[config.mk]
export PLATFORM = sky130hd
export DESIGN_NAME = wake_regulator_ctrl
export DESIGN_NICKNAME = d
export VERILOG_FILES = /design/src/rtl/wkp_pkg.sv /design/src/rtl/wkp_pin_filter.sv /design/src/rtl/wkp_ctrl.sv /design/src/rtl/wkp_data.sv /design/src/rtl/wake_regulator_ctrl.sv
export SDC_FILE = /design/constraint.sdc
export NUM_CORES = 1
export LEC_CHECK = 0
export ABC_CLOCK_PERIOD_IN_PS = 3140
export BUFFER_PORTS_ARGS = -buffer_cell sky130_fd_sc_hd__buf_4
export CAP_MARGIN = 0
export CORE_MARGIN = 4
export CORE_UTILIZATION = 25
export DETAILED_ROUTE_END_ITERATION = 10
export GPL_TIMING_DRIVEN = 0
export PLACE_DENSITY = 0.49
export SLEW_MARGIN = 30
export SYNTH_ARGS = -nofsm -noshare
export SYNTH_HDL_FRONTEND = slang
export SYNTH_HIERARCHICAL = 1
export SYNTH_SLANG_ARGS = --single-unit
[constraint.sdc]
create_clock -name clk -period 3.14 [get_ports clk]
set_clock_uncertainty 0.05 [all_clocks]
set_input_delay 0.314 -clock clk [delete_from_list [all_inputs] [get_ports clk]]
set_output_delay 0.314 -clock clk [all_outputs]
set_load 0.03 [all_outputs]
[src/rtl/wkp_pkg.sv]
package wkp_pkg;
  localparam int NUM_PINS = 2;

  typedef struct packed {
    logic [NUM_PINS-1:0] setFlag;
    logic [NUM_PINS-1:0] clrFlag;
    logic                swWr;
    logic                swVal;
  } wkpStrobes_t;
endpackage

[src/rtl/wkp_pin_filter.sv]
module wkp_pin_filter #(
  parameter int STABLE_TICKS = 3,
  parameter int SYNC_STAGES  = 2
) (
  input  logic clk,
  input  logic rstN,
  input  logic slowTick,
  input  logic pinIn,
  output logic acceptQ
);
  localparam int CNT_W = $clog2(STABLE_TICKS + 1);
  localparam logic [CNT_W-1:0] LAST = CNT_W'(STABLE_TICKS - 1);

  logic [SYNC_STAGES-1:0] syncChain;
  logic                   syncLvl;
  logic                   accLvl;
  logic [CNT_W-1:0]       stableCnt;

  assign syncLvl = syncChain[SYNC_STAGES-1];

  always_ff @(posedge clk or negedge rstN) begin
    if (!rstN) begin
      syncChain <= '0;
      accLvl    <= 1'b0;
      stableCnt <= '0;
      acceptQ   <= 1'b0;
    end else begin
      acceptQ <= 1'b0;
      if (slowTick) begin
        syncChain <= {syncChain[SYNC_STAGES-2:0], pinIn};
        if (syncLvl == accLvl) begin
          stableCnt <= '0;
        end else if (stableCnt == LAST) begin
          accLvl    <= syncLvl;
          stableCnt <= '0;
          acceptQ   <= 1'b1;
        end else begin
          stableCnt <= stableCnt + 1'b1;
        end
      end
    end
  end


  accept_on_change_chk: assert property (@(posedge clk) disable iff (!rstN)
    acceptQ |-> ($past(slowTick) && ($past(syncLvl) == accLvl) && ($past(accLvl) != accLvl)));
endmodule

[src/rtl/wkp_ctrl.sv]
module wkp_ctrl
  import wkp_pkg::*;
#(
  parameter int STABLE_TICKS = 3,
  parameter int SYNC_STAGES  = 2
) (
  input  logic                clk,
  input  logic                rstN,
  input  logic                slowTick,
  input  logic [NUM_PINS-1:0] pinIn,
  input  logic [NUM_PINS-1:0] pinEn,
  input  logic [NUM_PINS-1:0] clrFlag,
  input  logic                swWrEn,
  input  logic                swWrData,
  output wkpStrobes_t         strobes
);
  logic [NUM_PINS-1:0] accept;

  for (genvar i = 0; i < NUM_PINS; i++) begin : g_pin
    wkp_pin_filter #(
      .STABLE_TICKS(STABLE_TICKS),
      .SYNC_STAGES (SYNC_STAGES)
    ) u_filter (
      .clk     (clk),
      .rstN    (rstN),
      .slowTick(slowTick),
      .pinIn   (pinIn[i]),
      .acceptQ (accept[i])
    );
  end

  always_comb begin
    strobes.setFlag = accept & pinEn;
    strobes.clrFlag = clrFlag;
    strobes.swWr    = swWrEn;
    strobes.swVal   = swWrData;
  end
endmodule

[src/rtl/wkp_data.sv]
module wkp_data
  import wkp_pkg::*;
(
  input  logic                clk,
  input  logic                rstN,
  input  wkpStrobes_t         strobes,
  input  logic                pinEn0,
  input  logic                irqEn0,
  input  logic                regOffBit,
  input  logic                deepSleep,
  output logic [NUM_PINS-1:0] wakeFlag,
  output logic                wakeReq,
  output logic                wakeIrq,
  output logic                swBitQ,
  output logic                regLowCur,
  output logic                regOff,
  output logic                altSwOn
);
  logic [NUM_PINS-1:0] flagQ;
  logic                swBit;
  logic                nxtLowCur, nxtOff, nxtAlt;

  always_ff @(posedge clk or negedge rstN) begin
    if (!rstN) begin
      flagQ <= '0;
      swBit <= 1'b0;
    end else begin
      flagQ <= (flagQ & ~strobes.clrFlag) | strobes.setFlag;
      if (strobes.swWr) swBit <= strobes.swVal;
    end
  end

  always_comb begin
    nxtLowCur = 1'b0;
    nxtOff    = 1'b0;
    nxtAlt    = 1'b0;
    if (deepSleep) begin
      if (swBit) begin
        nxtOff = 1'b1;
        nxtAlt = 1'b1;
      end else if (regOffBit) begin
        nxtOff = 1'b1;
      end else begin
        nxtLowCur = 1'b1;
      end
    end
  end

  always_ff @(posedge clk or negedge rstN) begin
    if (!rstN) begin
      regLowCur <= 1'b0;
      regOff    <= 1'b0;
      altSwOn   <= 1'b0;
    end else begin
      regLowCur <= nxtLowCur;
      regOff    <= nxtOff;
      altSwOn   <= nxtAlt;
    end
  end

  assign wakeFlag = flagQ;
  assign wakeReq  = |flagQ;
  assign wakeIrq  = irqEn0 & pinEn0 & flagQ[0];
  assign swBitQ   = swBit;

  for (genvar i = 0; i < NUM_PINS; i++) begin : g_chk

    flag_sticky_chk: assert property (@(posedge clk) disable iff (!rstN)
      (flagQ[i] && !strobes.clrFlag[i]) |=> flagQ[i]);

    flag_needs_set_chk: assert property (@(posedge clk) disable iff (!rstN)
      $rose(flagQ[i]) |-> $past(strobes.setFlag[i]));
  end


  irq_falls_chk: assert property (@(posedge clk) disable iff (!rstN)
    (strobes.clrFlag[0] && !strobes.setFlag[0]) |=> !wakeIrq);

  run_mode_chk: assert property (@(posedge clk) disable iff (!rstN)
    !deepSleep |=> (!regLowCur && !regOff && !altSwOn));

  switch_prio_chk: assert property (@(posedge clk) disable iff (!rstN)
    (deepSleep && swBit) |=> (regOff && altSwOn && !regLowCur));

  ldo_select_chk: assert property (@(posedge clk) disable iff (!rstN)
    (deepSleep && !swBit) |=> (!altSwOn && (regOff != regLowCur)));

  switch_hold_chk: assert property (@(posedge clk) disable iff (!rstN)
    !strobes.swWr |=> $stable(swBitQ));
endmodule

[src/rtl/wake_regulator_ctrl.sv]
module wake_regulator_ctrl
  import wkp_pkg::*;
#(
  parameter int STABLE_TICKS = 3,
  parameter int SYNC_STAGES  = 2
) (
  input  logic       clk,
  input  logic       rstN,
  input  logic       slowTick,
  input  logic [1:0] pinIn,
  input  logic [1:0] pinEn,
  input  logic       irqEn0,
  input  logic [1:0] clrFlag,
  input  logic       swWrEn,
  input  logic       swWrData,
  input  logic       regOffBit,
  input  logic       deepSleep,
  output logic [1:0] wakeFlag,
  output logic       wakeReq,
  output logic       wakeIrq,
  output logic       swBitQ,
  output logic       regLowCur,
  output logic       regOff,
  output logic       altSwOn
);
  wkpStrobes_t strobes;

  wkp_ctrl #(
    .STABLE_TICKS(STABLE_TICKS),
    .SYNC_STAGES (SYNC_STAGES)
  ) u_ctrl (
    .clk     (clk),
    .rstN    (rstN),
    .slowTick(slowTick),
    .pinIn   (pinIn),
    .pinEn   (pinEn),
    .clrFlag (clrFlag),
    .swWrEn  (swWrEn),
    .swWrData(swWrData),
    .strobes (strobes)
  );

  wkp_data u_data (
    .clk      (clk),
    .rstN     (rstN),
    .strobes  (strobes),
    .pinEn0   (pinEn[0]),
    .irqEn0   (irqEn0),
    .regOffBit(regOffBit),
    .deepSleep(deepSleep),
    .wakeFlag (wakeFlag),
    .wakeReq  (wakeReq),
    .wakeIrq  (wakeIrq),
    .swBitQ   (swBitQ),
    .regLowCur(regLowCur),
    .regOff   (regOff),
    .altSwOn  (altSwOn)
  );
endmodule

==> metrics.cfg, run 1 <==
[die]
ioPinCount = 22
die_height_um = 62.57
fp.dieArea_um2 = 3915
initial_core_util_pct = 26.54
chipWidth_um = 62.57
core_area_um2 = 2805
placement_rows = 19

[critical_path]
worst-path-buf-inv = 1
max_stage_delay_ps = 410
critPathSlowestCell = sky130_fd_sc_hd__dfrtp_1
critical_path.endpoint_type = primary output
worstSetupPathType = reg -> out
worstPathRequired_ps = 2780
path_cells = or2_1, buf_4
critical_path_arrival_ps = 1080
worst-path-max-fanout = 4
crit_path_start_kind = flop
critical_path.top_delay_family = flip-flops

[sta]
finalCritPeriodShare_pct = 46.14
grt_setup_unrepaired = false
maxSlewHeadroom_pct = 82.77
worstMarginPinSlew_ps = 256.7
setup_violations = 0
final-max-slew-violation-count = 0
fmaxAchievable_mhz = 690.2
setup_tns_ps = 0
final-hold-violation-count = 0
timing.final.crit_period_ps = 1449

[global_routing]
grt_first_pass_wirelength_um = 2118
grt_pass1_vias = 482
total_grt_usage_pct = 6.874
grt_max_degree = 19
global_route_congestion_overflow_total = 0
number_of_antenna_violations_at_the_first_check_in_global_routing = 0

[pwr]
total_power_w = 0.0006162
power_per_cell_area_nw_per_um2 = 643.7
power.ir.vdd_worst_mv = 0.3181
p_leak_nw = 0.4834

[min_path]
worst_hold_path_type = in -> reg

[finish]
area_growth_pct = 28.57
diodes = 0
mostFrequentLayoutCells = 21 x sky130_fd_sc_hd__buf_4, 18 x sky130_fd_sc_hd__dfrtp_1, 6 x sky130_fd_sc_hd__mux2_2, 6 x sky130_fd_sc_hd__inv_1
design.final.nets = 95
layout_commonest_cell = sky130_fd_sc_hd__buf_4
finalNonFillerCells = 111
stdcell_area_um2 = 957.2
final_util_pct = 34.12
filler_cell_count = 296
ratio_of_cells_with_drive_above_1_in_the_final_layout_pct = 40.00

[synth]
synth.yosys.warnings = 6
mappedNetlistArea_um2 = 744.5
avgSynthCellArea_um2 = 12.84
synthesized_net_count = 72
synth_cell_types = 16
ys_seq_elements = 18
synth_sequential_area_ratio_pct = 60.50
synth_cells = 58

[clock_network]
path_clk_slew_ps = 100
cts_hold_buffers = 1
tritoncts_num_sinks = 18
clk-insertion-delay-late_ps = 290
cts_setup_buffers = 0
ctsResizeCount = 0
clock_path_buffers = 2
h-tree-depth = 1
numCtsBuffers = 3
cts_tree = built
clockRootBuffer = sky130_fd_sc_hd__clkbuf_4

[place]
numPortBuffers = 17
numPlacedInstances = 106
gp_routability_congestion = 0.6967
place.detailed.hpwl_um = 902.5
placedInstanceArea_um2 = 910.9

[route]
drt_first_pass_iters = 4
post_drt_via_cell_ratio = 4.459
wl_per_cell_um = 10.88
via_count = 495
drtIter0Drc = 6
drc = 0
totalWireLength_um = 1208
detail-route-antenna-nets = 0

[status]
outcome = complete, no violations

[flow_run]
drv_cap = 0

-- sequential cells by signal, indices dropped and copies added, names as in the netlist --
name,flops
u_data/regLowCur,1
u_ctrl/g_pin.u_filter/stableCnt,4
u_data/regOff,1
u_ctrl/g_pin.u_filter/syncChain,4
u_ctrl/g_pin.u_filter/accLvl,2
u_data/wakeFlag,2
u_data/altSwOn,1
u_data/swBitQ,1
u_ctrl/g_pin.u_filter/acceptQ,2
-- kinds of logic (layout without fill, tap and decap cells) --
logic type,Yosys count,count (layout),synth area share (%)
AND/OR/NAND/NOR,14,14,12.61
multiplexers,7,7,11.09
buffers and inverters,10,32,7.059
XOR/XNOR,2,2,2.353
AO/OA/AOI/OAI,7,7,6.386
flip-flops,18,18,60.50
-- synth_stat cells --
cell type | number | area, um2
sky130_fd_sc_hd__o22ai_1 | 4 | 25.02
sky130_fd_sc_hd__or3b_1 | 2 | 17.52
sky130_fd_sc_hd__and3_1 | 1 | 6.260
sky130_fd_sc_hd__nand3b_1 | 4 | 30.03
sky130_fd_sc_hd__or2_1 | 1 | 6.260
sky130_fd_sc_hd__nor2_1 | 2 | 7.510
sky130_fd_sc_hd__nor3b_1 | 1 | 7.510
sky130_fd_sc_hd__inv_1 | 6 | 22.52
sky130_fd_sc_hd__and2_1 | 3 | 18.77
sky130_fd_sc_hd__xnor2_1 | 2 | 17.52
sky130_fd_sc_hd__dfrtp_1 | 18 | 450.4
sky130_fd_sc_hd__mux2_4 | 1 | 15.01
sky130_fd_sc_hd__a21o_1 | 2 | 15.01
sky130_fd_sc_hd__mux2_2 | 6 | 67.56
sky130_fd_sc_hd__buf_4 | 4 | 30.03
sky130_fd_sc_hd__o21a_1 | 1 | 7.510
-- layout make-up --
cell class	instances	area, um2	share of cell area (%)
plain buffers	4	30.03	3.137
clock buffers	4	36.28	3.791
inverters	6	22.52	2.353
multi-input cells	30	241.5	25.23
flip-flops and latches	18	450.4	47.06
well taps	31	38.79	4.052
repair buffers	18	137.6	14.38
-- final timing paths --
path / startpoint / endpoint / slack (ps) / depth (start not counted)
min reg2reg: u_data/wakeFlag[1] / u_data/wakeFlag[1] / 460 / 1
max: u_data/wakeFlag[0] / wakeReq / 1690 / 2
max reg2reg: u_ctrl/g_pin[1].u_filter/stableCnt[0] / u_ctrl/g_pin[1].u_filter/accLvl / 2090 / 2
min in group asynchronous: rstN / u_ctrl/g_pin[0].u_filter/stableCnt[0] / 370 / 2
min: regOffBit / u_data/regLowCur / 130 / 2
max in group asynchronous: rstN / u_ctrl/g_pin[1].u_filter/stableCnt[0] / 2470 / 2
-- metrics by stage --
step	hold slack [ps]	worst slack [ps]
floorplan	-31.59	1888
global placement	148.3	2013
detailed placement	148.7	2008
CTS	114.2	1672
global route	97.76	1630
finish	125.7	1691
-- per-layer routing --
metal  global-route usage (%)  vias up  share of wire (%)
li1                         -      237                  -
met4                    3.306        0                1.4
met5                        0        -                  0
met1                    7.520      227                 42
met2                    10.12       26                 43
met3                    4.676        5                 13
-- report_power, final --
group / internal (W) / leakage, nW / switching (W) / total (W)
Clock: 0.0000706 / 0.0210 / 0.0000682 / 0.000139
Sequential: 0.000283 / 0.230 / 0.0000374 / 0.000320
Combinational: 0.0000872 / 0.233 / 0.0000702 / 0.000157
No activity file was read; power rests on OpenSTA's default activity.
==> inputs of run 2 (changes only) <==
--- a/config.mk
+++ b/config.mk
@@ -5,14 +5,14 @@
 export SDC_FILE = /design/constraint.sdc
 export NUM_CORES = 1
 export LEC_CHECK = 0
-export ABC_CLOCK_PERIOD_IN_PS = 3140
+export ABC_CLOCK_PERIOD_IN_PS = 1300
 export BUFFER_PORTS_ARGS = -buffer_cell sky130_fd_sc_hd__buf_4
 export CAP_MARGIN = 0
 export CORE_MARGIN = 4
 export CORE_UTILIZATION = 25
 export DETAILED_ROUTE_END_ITERATION = 10
 export GPL_TIMING_DRIVEN = 0
-export PLACE_DENSITY = 0.49
+export PLACE_DENSITY = 0.5
 export SLEW_MARGIN = 30
 export SYNTH_ARGS = -nofsm -noshare
 export SYNTH_HDL_FRONTEND = slang
==> constraint.sdc (replaced) <==
create_clock -name clk -period 1.3 [get_ports clk]
set_clock_uncertainty 0.05 [all_clocks]
set_input_delay 0.13 -clock clk [delete_from_list [all_inputs] [get_ports clk]]
set_output_delay 0.13 -clock clk [all_outputs]
set_load 0.03 [all_outputs]
==> run 2 against run 1 <==
  * Critical path depth did not move
  * Largest power group unchanged
  * Highest routed layer is now met3
  * Hold slack worse by 110 ps
  * Flip-flop and latch count is the same
==> metrics.cfg, run 2 (same netlist as run 1, synthesis figures left out) <==
[die]
initial_core_util_pct = 26.54  ; unchanged
fp.dieArea_um2 = 3915  ; unchanged
die_height_um = 62.57  ; unchanged
chipWidth_um = 62.57  ; unchanged
placement_rows = 19  ; unchanged
ioPinCount = 22  ; unchanged
core_area_um2 = 2805  ; unchanged

[clock_network]
clk-insertion-delay-late_ps = 290  ; about the same
cts_tree = built
clockRootBuffer = sky130_fd_sc_hd__clkbuf_4
cts_setup_buffers = 0  ; unchanged
tritoncts_num_sinks = 18  ; unchanged
h-tree-depth = 1  ; unchanged
clock_path_buffers = 2  ; unchanged
numCtsBuffers = 3  ; unchanged
path_clk_slew_ps = 100  ; about the same

[pwr]
p_leak_nw = 0.4967  ; +2.7%
power.ir.vdd_worst_mv = 0.6505  ; +100%
power_per_cell_area_nw_per_um2 = 1517  ; +140%

[critical_path]
worst-path-max-fanout = 3  ; -1
critical_path_arrival_ps = 1060  ; -20 ps
crit_path_start_kind = flop
worstSetupPathType = reg -> out
worstPathRequired_ps = 1120  ; -1660 ps
critical_path.endpoint_type = primary output

[finish]
layout_commonest_cell = sky130_fd_sc_hd__buf_4
multiInputGateArea_um2 = 241.5  ; unchanged
diodes = 0  ; unchanged
final_util_pct = 35.33  ; +1.2 points
area_growth_pct = 33.11
mostFrequentLayoutCells = 20 x sky130_fd_sc_hd__buf_4, 18 x sky130_fd_sc_hd__dfrtp_1, 6 x sky130_fd_sc_hd__mux2_2, 6 x sky130_fd_sc_hd__inv_1
ratio_of_cells_with_drive_above_1_in_the_final_layout_pct = 38.55  ; -1.4 points
finalNonFillerCells = 114  ; +2.7%
layout.area.seq_um2 = 450.4  ; unchanged
filler_cell_count = 292  ; -1.4%
design.final.nets = 98  ; +3.2%
reg_top3 = u_ctrl/g_pin.u_filter/stableCnt: 4 flops, u_ctrl/g_pin.u_filter/syncChain: 4 flops

[route]
totalWireLength_um = 1186  ; -1.8%
detail-route-antenna-nets = 0  ; unchanged
wl_per_cell_um = 10.40  ; -4.4%
drtIter0Drc = 4  ; -2
met3RoutedLength_um = 130  ; -20%
routedLengthMet1_um = 522  ; +2.2%
drt_first_pass_iters = 2  ; -2
highest_layer = met3
routed-wl-met2_um = 533  ; +3.3%
drc = 0  ; unchanged
via_count = 488  ; -1.4%
post_drt_via_cell_ratio = 4.281  ; -4.0%

[place]
place.detailed.hpwl_um = 841.4  ; -6.8%
pre_cts_slack_ps = 270.9  ; -1737 ps
numPlacedInstances = 106  ; unchanged
numPortBuffers = 17  ; unchanged
gp_routability_congestion = 0.6437  ; -7.6%

[sta]
finalCritPeriodShare_pct = 95.58
finalWorstSetupSlack_ps = 57.46  ; -1634 ps
fin_hold_ws_ps = 18.00  ; -107.7 ps
maxSlewHeadroom_pct = 83.56  ; +0.79 points
timing.final.crit_period_ps = 1243
grt_setup_unrepaired = false
final-max-slew-violation-count = 0  ; unchanged
setup_violations = 0  ; unchanged
fmaxAchievable_mhz = 804.8
setup_tns_ps = 0  ; unchanged
worstMarginPinSlew_ps = 244.9  ; -11.79 ps
final-hold-violation-count = 0  ; unchanged

[min_path]
worst_hold_path_type = in -> reg

[global_routing]
grt_max_degree = 19  ; unchanged
grt_pass1_vias = 506  ; +5.0%
global_route_congestion_overflow_total = 0  ; unchanged
grt_first_pass_wirelength_um = 2166  ; +2.3%
total_grt_usage_pct = 6.983  ; +0.11 points
number_of_antenna_violations_at_the_first_check_in_global_routing = 0  ; unchanged

[flow_run]
drv_cap = 0  ; unchanged

[status]
outcome = complete, no violations

==> run 2: cell count changes in the layout (fill, tap and decap cells not counted) <==
cell,delta
sky130_fd_sc_hd__buf_6,+1
sky130_fd_sc_hd__buf_4,-1
sky130_fd_sc_hd__dlygate4sd3_1,+3
==> run 2: per-stage QoR <==
stage / instance area, um2 / total power (W)
finish: 991.0 / 0.001503
global route: 991.0 / 0.001612
CTS: 987.2 / 0.001517
detailed placement: 910.9 / 0.001165
global placement: 910.9 / 0.001155
floorplan: 744.5 / 0.001044
==> run 2: layout make-up <==
type	instances	area share, %
Multi-Input combinational cell	30	24.37
Tap cell	31	3.914
Clock buffer	4	3.662
Buffer	4	3.030
Sequential cell	18	45.45
Timing Repair Buffer	21	17.30
Inverter	6	2.273
==> run 2: path summary, 6_finish.rpt <==
path / from / to / slack, ps / depth (start not counted)
worst min register to register: u_data/wakeFlag[1] / u_data/wakeFlag[1] / 460 / 1
min in group asynchronous: rstN / u_ctrl/g_pin[0].u_filter/syncChain[0] / 190 / 2
max in group asynchronous: rstN / u_ctrl/g_pin[0].u_filter/stableCnt[1] / 810 / 2
worst max register to register: u_ctrl/g_pin[1].u_filter/stableCnt[0] / u_ctrl/g_pin[1].u_filter/accLvl / 250 / 2
worst min-delay path: pinIn[0] / u_ctrl/g_pin[0].u_filter/syncChain[0] / 20 / 2
worst max-delay path: u_data/wakeFlag[1] / wakeReq / 60 / 2
==> run 2: worst max-delay path, cell delays in order, from the launching register on <==
cell,delay [ps]
sky130_fd_sc_hd__dfrtp_1,400
sky130_fd_sc_hd__or2_1,240
sky130_fd_sc_hd__buf_6,140
==> run 2: timing repair <==
item,4_1_cts,5_1_grt
hold endpoints to repair,22,0
gates resized for setup,0,1
setup endpoints to repair,0,1
hold buffers,4,0
==> run 2: report_power, final <==
| part | switching (W) | internal (W) | leakage, nW |
|---|---|---|---|
| clock | 0.000167 | 0.000170 | 0.0210 |
| combinational | 0.000172 | 0.000221 | 0.246 |
| sequential | 0.0000908 | 0.000682 | 0.230 |
==> run 2: per-layer routing <==
metal,track usage (%),up-vias
li1,-,242
met1,7.727,224
met2,10.92,22
met3,4.856,0
met4,1.653,0
met5,0,-
